==> src/rtl/rank3_pkg.sv <==
`timescale 1ns/1ps
package rank3_pkg;
    parameter int PIX_W = 8;

    localparam int WIN_DIM     = 3;
    localparam int N_TAPS      = WIN_DIM * WIN_DIM;
    localparam int SORT_STAGES = N_TAPS;          // odd-even transposition depth
    localparam int LATENCY     = SORT_STAGES + 1; // sort stages plus output register
    localparam int MID_IDX     = N_TAPS / 2;

    typedef logic [PIX_W-1:0] pix_t;
    typedef pix_t [N_TAPS-1:0] taps_t;

    typedef enum logic [1:0] {
        RANK_MED = 2'd0,
        RANK_MIN = 2'd1,
        RANK_MAX = 2'd2,
        RANK_ALT = 2'd3
    } rank_mode_e;

    typedef struct packed {
        logic       vld;
        rank_mode_e mode;
        taps_t      taps;
    } sort_word_t;

    // position in an ascending list that a mode selects
    function automatic int rank_index(rank_mode_e m);
        case (m)
            RANK_MIN: return 0;
            RANK_MAX: return N_TAPS - 1;
            default:  return MID_IDX;
        endcase
    endfunction

    function automatic pix_t pick_rank(taps_t t, rank_mode_e m);
        return t[rank_index(m)];
    endfunction
endpackage

==> src/rtl/rank3_line_fifo.sv <==
`timescale 1ns/1ps
module rank3_line_fifo
    import rank3_pkg::*;
#(
    parameter int DEPTH = 13
) (
    input  logic clk,
    input  logic rst,
    input  logic push,
    input  pix_t din,
    output pix_t dout,
    output logic full
);
    localparam int AW = (DEPTH > 1) ? $clog2(DEPTH) : 1;
    localparam int FW = AW + 1;

    pix_t           mem [DEPTH];
    logic [AW-1:0]  slot;   // read and write position coincide in steady state
    logic [FW-1:0]  fill;

    // oldest entry is read before the same slot is overwritten
    assign dout = mem[slot];
    assign full = (fill == FW'(DEPTH));

    always_ff @(posedge clk) begin
        if (rst) begin
            slot <= '0;
            fill <= '0;
        end else if (push) begin
            slot <= (slot == AW'(DEPTH - 1)) ? '0 : slot + AW'(1);
            if (!full) begin
                fill <= fill + FW'(1);
            end
        end
    end

    always_ff @(posedge clk) begin
        if (push) begin
            mem[slot] <= din;
        end
    end
endmodule

==> src/rtl/rank3_window.sv <==
`timescale 1ns/1ps
module rank3_window
    import rank3_pkg::*;
#(
    parameter int IMG_W = 16
) (
    input  logic       clk,
    input  logic       rst,
    input  logic       in_valid,
    input  pix_t       in_pix,
    input  rank_mode_e in_mode,
    output logic       win_valid,
    output rank_mode_e win_mode,
    output taps_t      win_taps,
    output logic       lines_full
);
    localparam int LINE_DEPTH = IMG_W - WIN_DIM;
    localparam int N_LINES    = WIN_DIM - 1;
    localparam int CW         = $clog2(IMG_W);
    localparam int RW         = $clog2(WIN_DIM);

    pix_t               tap_q   [WIN_DIM][WIN_DIM]; // [row][col], row 0 top, col 0 newest
    pix_t               row_in  [WIN_DIM];
    pix_t               line_out[N_LINES];
    logic [N_LINES-1:0] line_full;
    logic [CW-1:0]      col;
    logic [RW-1:0]      rows_seen;

    // bottom row takes the stream, upper rows take the line buffers
    assign row_in[WIN_DIM-1] = in_pix;

    for (genvar g = 0; g < N_LINES; g++) begin : g_line
        rank3_line_fifo #(.DEPTH(LINE_DEPTH)) u_line (
            .clk  (clk),
            .rst  (rst),
            .push (in_valid),
            .din  (tap_q[g+1][WIN_DIM-1]),
            .dout (line_out[g]),
            .full (line_full[g])
        );
        assign row_in[g] = line_out[g];
    end

    assign lines_full = &line_full;

    always_ff @(posedge clk) begin
        if (rst) begin
            for (int r = 0; r < WIN_DIM; r++) begin
                for (int c = 0; c < WIN_DIM; c++) begin
                    tap_q[r][c] <= '0;
                end
            end
        end else if (in_valid) begin
            for (int r = 0; r < WIN_DIM; r++) begin
                tap_q[r][0] <= row_in[r];
                for (int c = 1; c < WIN_DIM; c++) begin
                    tap_q[r][c] <= tap_q[r][c-1];
                end
            end
        end
    end

    always_ff @(posedge clk) begin
        if (rst) begin
            col       <= '0;
            rows_seen <= '0;
            win_valid <= 1'b0;
            win_mode  <= RANK_MED;
        end else begin
            win_valid <= in_valid && (rows_seen == RW'(WIN_DIM - 1))
                                  && (col >= CW'(WIN_DIM - 1));
            if (in_valid) begin
                win_mode <= in_mode;
                if (col == CW'(IMG_W - 1)) begin
                    col <= '0;
                    if (rows_seen != RW'(WIN_DIM - 1)) begin
                        rows_seen <= rows_seen + RW'(1);
                    end
                end else begin
                    col <= col + CW'(1);
                end
            end
        end
    end

    always_comb begin
        for (int r = 0; r < WIN_DIM; r++) begin
            for (int c = 0; c < WIN_DIM; c++) begin
                win_taps[r*WIN_DIM + c] = tap_q[r][c];
            end
        end
    end
endmodule

==> src/rtl/rank3_sort_net.sv <==
`timescale 1ns/1ps
module rank3_sort_net
    import rank3_pkg::*;
(
    input  logic       clk,
    input  logic       rst,
    input  sort_word_t word_i,
    output sort_word_t word_o
);
    sort_word_t chain [SORT_STAGES+1];

    assign chain[0] = word_i;

    for (genvar s = 0; s < SORT_STAGES; s++) begin : g_stage
        sort_word_t nxt;
        sort_word_t q;

        // compare-exchange on pairs whose lower index has the stage parity
        always_comb begin
            nxt = chain[s];
            for (int i = s % 2; i + 1 < N_TAPS; i += 2) begin
                if (chain[s].taps[i] > chain[s].taps[i+1]) begin
                    nxt.taps[i]   = chain[s].taps[i+1];
                    nxt.taps[i+1] = chain[s].taps[i];
                end
            end
        end

        always_ff @(posedge clk) begin
            if (rst) begin
                q <= '0;
            end else begin
                q <= nxt;
            end
        end

        assign chain[s+1] = q;
    end

    assign word_o = chain[SORT_STAGES];
endmodule

==> src/rtl/rank3_filter.sv <==
`timescale 1ns/1ps
module rank3_filter
    import rank3_pkg::*;
#(
    parameter int IMG_W = 16
) (
    input  logic             clk,
    input  logic             rst,
    input  logic             in_valid,
    input  logic [PIX_W-1:0] in_pix,
    input  logic [1:0]       in_mode,
    output logic             out_valid,
    output logic [PIX_W-1:0] out_pix
);
    logic       win_valid;
    rank_mode_e win_mode;
    taps_t      win_taps;
    logic       lines_full;
    sort_word_t srt_in;
    sort_word_t srt_out;

    rank3_window #(.IMG_W(IMG_W)) u_win (
        .clk        (clk),
        .rst        (rst),
        .in_valid   (in_valid),
        .in_pix     (in_pix),
        .in_mode    (rank_mode_e'(in_mode)),
        .win_valid  (win_valid),
        .win_mode   (win_mode),
        .win_taps   (win_taps),
        .lines_full (lines_full)
    );

    assign srt_in = '{vld: win_valid, mode: win_mode, taps: win_taps};

    rank3_sort_net u_sort (
        .clk    (clk),
        .rst    (rst),
        .word_i (srt_in),
        .word_o (srt_out)
    );

    always_ff @(posedge clk) begin
        if (rst) begin
            out_valid <= 1'b0;
            out_pix   <= '0;
        end else begin
            out_valid <= srt_out.vld;
            if (srt_out.vld) begin
                out_pix <= pick_rank(srt_out.taps, srt_out.mode);
            end
        end
    end
endmodule

==> config.mk <==
export PLATFORM = sky130hd
export DESIGN_NAME = rank3_filter
export DESIGN_NICKNAME = d
export VERILOG_FILES = /design/src/rtl/rank3_pkg.sv /design/src/rtl/rank3_line_fifo.sv /design/src/rtl/rank3_window.sv /design/src/rtl/rank3_sort_net.sv /design/src/rtl/rank3_filter.sv
export SDC_FILE = /design/constraint.sdc
export NUM_CORES = 2
export LEC_CHECK = 0
export BUFFER_PORTS_ARGS = -buffer_cell sky130_fd_sc_hd__buf_4
export CORE_AREA = 5 5 460 462
export DETAILED_ROUTE_END_ITERATION = 8
export DIE_AREA = 0 0 465 467
export PLACE_DENSITY = 0.5
export SLEW_MARGIN = 20
export SYNTH_ARGS = -nofsm -noshare
export SYNTH_HDL_FRONTEND = slang
export SYNTH_SLANG_ARGS = --single-unit
==> constraint.sdc <==
create_clock -name clk -period 3.55 [get_ports clk]
set_clock_uncertainty 0.2 [all_clocks]
set_input_delay 0.71 -clock clk [delete_from_list [all_inputs] [get_ports clk]]
set_output_delay 0.71 -clock clk [all_outputs]
set_load 0.02 [all_outputs]
==> flow_summary_export.csv <==
group,metric,value,unit
run_status,outcome,"complete, no violations",
floorplan,design.die.area,217000,um2
synthesis,ys_ff_latch,909,
detailed_routing,num_vias,44710,
cells_and_area,multi_input_area,29100,um2
cells_and_area,syn_to_final_growth,11.5,%
critical_path,reg2reg_slack,0.53,ns
cells_and_area,fillers,21405,
place,hpwlAfterDp,99000,um
timing,worst_slew_pin_slew,1.08,ns
floorplan,start_util,0.259,
detailed_routing,vias_per_cell,5.35,
hold_path,hold_class,"input port to flip-flop",
critical_path,path_class,"flip-flop to flip-flop",
cells_and_area,ff_latch_area,21000,um2
synthesis,ys_types,60,
critical_path,start_kind,"flip-flop",
synthesis,async_flop_share,0,
synthesis,avgSynthCellArea,9.28,um2
run,cap_viol_max_count,0,
critical_path,cp-end-kind,"flip-flop",
detailed_routing,drc,0,
synthesis,syn_inst,5755,
cells_and_area,antenna_cells,0,
clock_tree,cts_sinks,909,
critical_path,cp_max_fo,15,
global_routing,grt_pass1_wl,240000,um
timing,fmax,331,MHz
timing,timing.final.ws_setup,0.529,ns
detailed_routing,drt_iter0_markers,3364,
timing,period_share,0.851,
cells_and_area,drive_gt1_frac,0.0864,
critical_path,cp_data_arrival_time,3.46,ns
synthesis,ys_seq_area_frac,0.393,
detailed_routing,wl,149000,um
synthesis,syn-cell-area,53400,um2
floorplan,die-height,467,um
timing,setup-tns-final,0,ns
clock_tree,cts_resized,0,
place,io_buffers,21,
pwr,power.leakage,20.9,nW
cells_and_area,fin_nets,5864,
global_routing,antenna_found_initial,0,
timing,rsz0062_at_grt,"false",
pwr,power.density,970,nW/um2
floorplan,rows,167,
synthesis,synth_nets,6052,
synthesis,synth_warnings,0,
synthesis,synth_edf_count,280,
clock_tree,clk_latency,0.73,ns
detailed_routing,dr.pass1.iters,5,
timing,slew_violations,0,
global_routing,grt_pass1_vias,42192,
clock_tree,clockBufferDepth,3,
place,dpl_worst_slack,0.518,ns
cells_and_area,utilization,0.288,
timing,relSlewSlack,0.277,
cells_and_area,final_common_cell,"a21oi_1",
floorplan,coreArea,207000,um2
floorplan,ios,22,
cells_and_area,final_cell_mix,"898 x a21oi_1, 627 x dfxtp_1, 347 x nand2_1",
pwr,vdd.ir_drop.worst,0.592,mV
global_routing,grt.total_usage,0.131,
clock_tree,cts_max_level,3,
clock_tree,path_clk_slew,0.06,ns
critical_path,required,3.99,ns
timing,setup_viol,0,
timing,period_minus_slack,3.02,ns
place,place_congestion,0.799,
global_routing,grt_overflow_total,0,
clock_tree,cts_tree,"done",
global_routing,grt_start_max_net_pins,72,
synthesis,ys.flop_type,"dfxtp_1",
detailed_routing,wl_per_cell,17.9,um
detailed_routing,antenna_left,0,
clock_tree,root_buffer,"clkbuf_16",
timing,timing.final.hold_violations,0,
floorplan,die_w,465,um
clock_tree,cts_buffers,100,
clock_tree,cts_setup_buffers,0,
timing,hold_ws,0.0793,ns
-- layer usage --
metal	GRT usage	up-vias	wire length, um	part of all wire
met4	0.0283	0	2620	0.018
met1	0.186	21781	71000	0.48
met5	0	-	0	0
li1	-	21688	-	-
met2	0.213	1065	69300	0.46
met3	0.0167	176	6460	0.043
-- cell families (layout without fill, tap and decap cells) --
| logic type | after synthesis | count (layout) | share of synthesized area |
|---|---|---|---|
| compound gates | 2503 | 2503 | 0.320 |
| buf+inv | 767 | 663 | 0.0629 |
| mux | 306 | 306 | 0.0618 |
| xor+xnor | 4 | 4 | 0.000656 |
| flops | 909 | 909 | 0.393 |
| simple gates | 982 | 982 | 0.0947 |
| fa+ha+maj | 284 | 284 | 0.0665 |
-- where the power goes --
| group | leakage [nW] | switching, W | total (W) | internal, W |
|---|---|---|---|---|
| Combinational | 11.3 | 0.0200 | 0.0311 | 0.0111 |
| Clock | 1.66 | 0.00455 | 0.0109 | 0.00633 |
| Sequential | 7.86 | 0.00292 | 0.0158 | 0.0128 |
| Total | 20.9 | 0.0275 | 0.0577 | 0.0303 |
-- synthesized netlist by cell type (all sizes together), types with 17 or more instances --
| cell type | instances | area, um2 |
|---|---|---|
| a21o | 37 | 278 |
| a21oi | 921 | 4650 |
| and4 | 34 | 298 |
| a22oi | 286 | 2220 |
| a211oi | 102 | 796 |
| o311ai | 18 | 158 |
| mux2 | 32 | 360 |
| nand3 | 17 | 85.1 |
| nand2 | 347 | 1300 |
| o21ai | 205 | 1040 |
| buf | 231 | 1340 |
| and2 | 136 | 851 |
| nor2 | 213 | 800 |
| dfxtp | 629 | 12600 |
| a221o | 48 | 480 |
| nand4 | 53 | 332 |
| nor2b | 136 | 851 |
| o211a | 24 | 240 |
| a22o | 195 | 1710 |
| edfxtp | 280 | 8410 |
| a32o | 75 | 751 |
| inv | 285 | 1070 |
| a32oi | 160 | 1400 |
| o2111ai | 23 | 201 |
| mux2i | 258 | 2580 |
| o211ai | 328 | 2510 |
| clkbuf | 251 | 946 |
| ha | 284 | 3550 |
-- what timing repair did --
action                                 CTS  global route
setup endpoints to repair                0             0
hold buffers                             2             0
endpoints found under the hold margin    2             0
-- area by class of cell --
type / count / area share
Clock buffer: 125 / 0.0456
Clock inverter: 61 / 0.0119
Inverter: 285 / 0.0180
Multi-Input combinational cell: 4079 / 0.489
Sequential cell: 909 / 0.353
Tap cell: 2704 / 0.0568
Timing Repair Buffer: 192 / 0.0259
-- sequential cells by signal, indices dropped and copies added (netlist names), 2 cells and up, named ones only --
register                  flops
out_pix                       8
u_sort.chain                568
u_sort.word_o                27
u_win.col                     4
u_win.g_line.u_line.mem     208
u_win.g_line.u_line.slot      8
u_win.rows_seen               2
u_win.tap_q                  72
u_win.win_mode                2
-- path summary, 6_finish.rpt --
kind / start / end / depth (start not counted)
max: u_win.tap_q[0][47] / u_sort.chain[617] / 7
min: in_pix[0] / u_win.tap_q[0][64] / 2
max reg2reg: u_win.tap_q[0][47] / u_sort.chain[617] / 7
min reg2reg: u_sort.chain[452] / u_sort.chain[377] / 1
-- per-stage QoR --
stage | std cells | power, W | cell area, um2
after floorplan | 5755 | 0.0395 | 53400
after detailed placement | 8167 | 0.0467 | 56100
final | 8355 | 0.0577 | 59600
after CTS | 8355 | 0.0578 | 59500
after global placement | 8167 | 0.0460 | 56100
after global routing | 8355 | 0.0621 | 59600
-- worst max-delay path, cell delays in order (launching register included) --
cell      delay (ns)
edfxtp_1        0.51
inv_1           0.11
ha_1            0.33
a41o_1          0.26
a21oi_2         0.45
nor3b_4         0.69
a22oi_1         0.15
a21oi_1         0.23
Note: power is estimated with default switching activity, not from simulation.
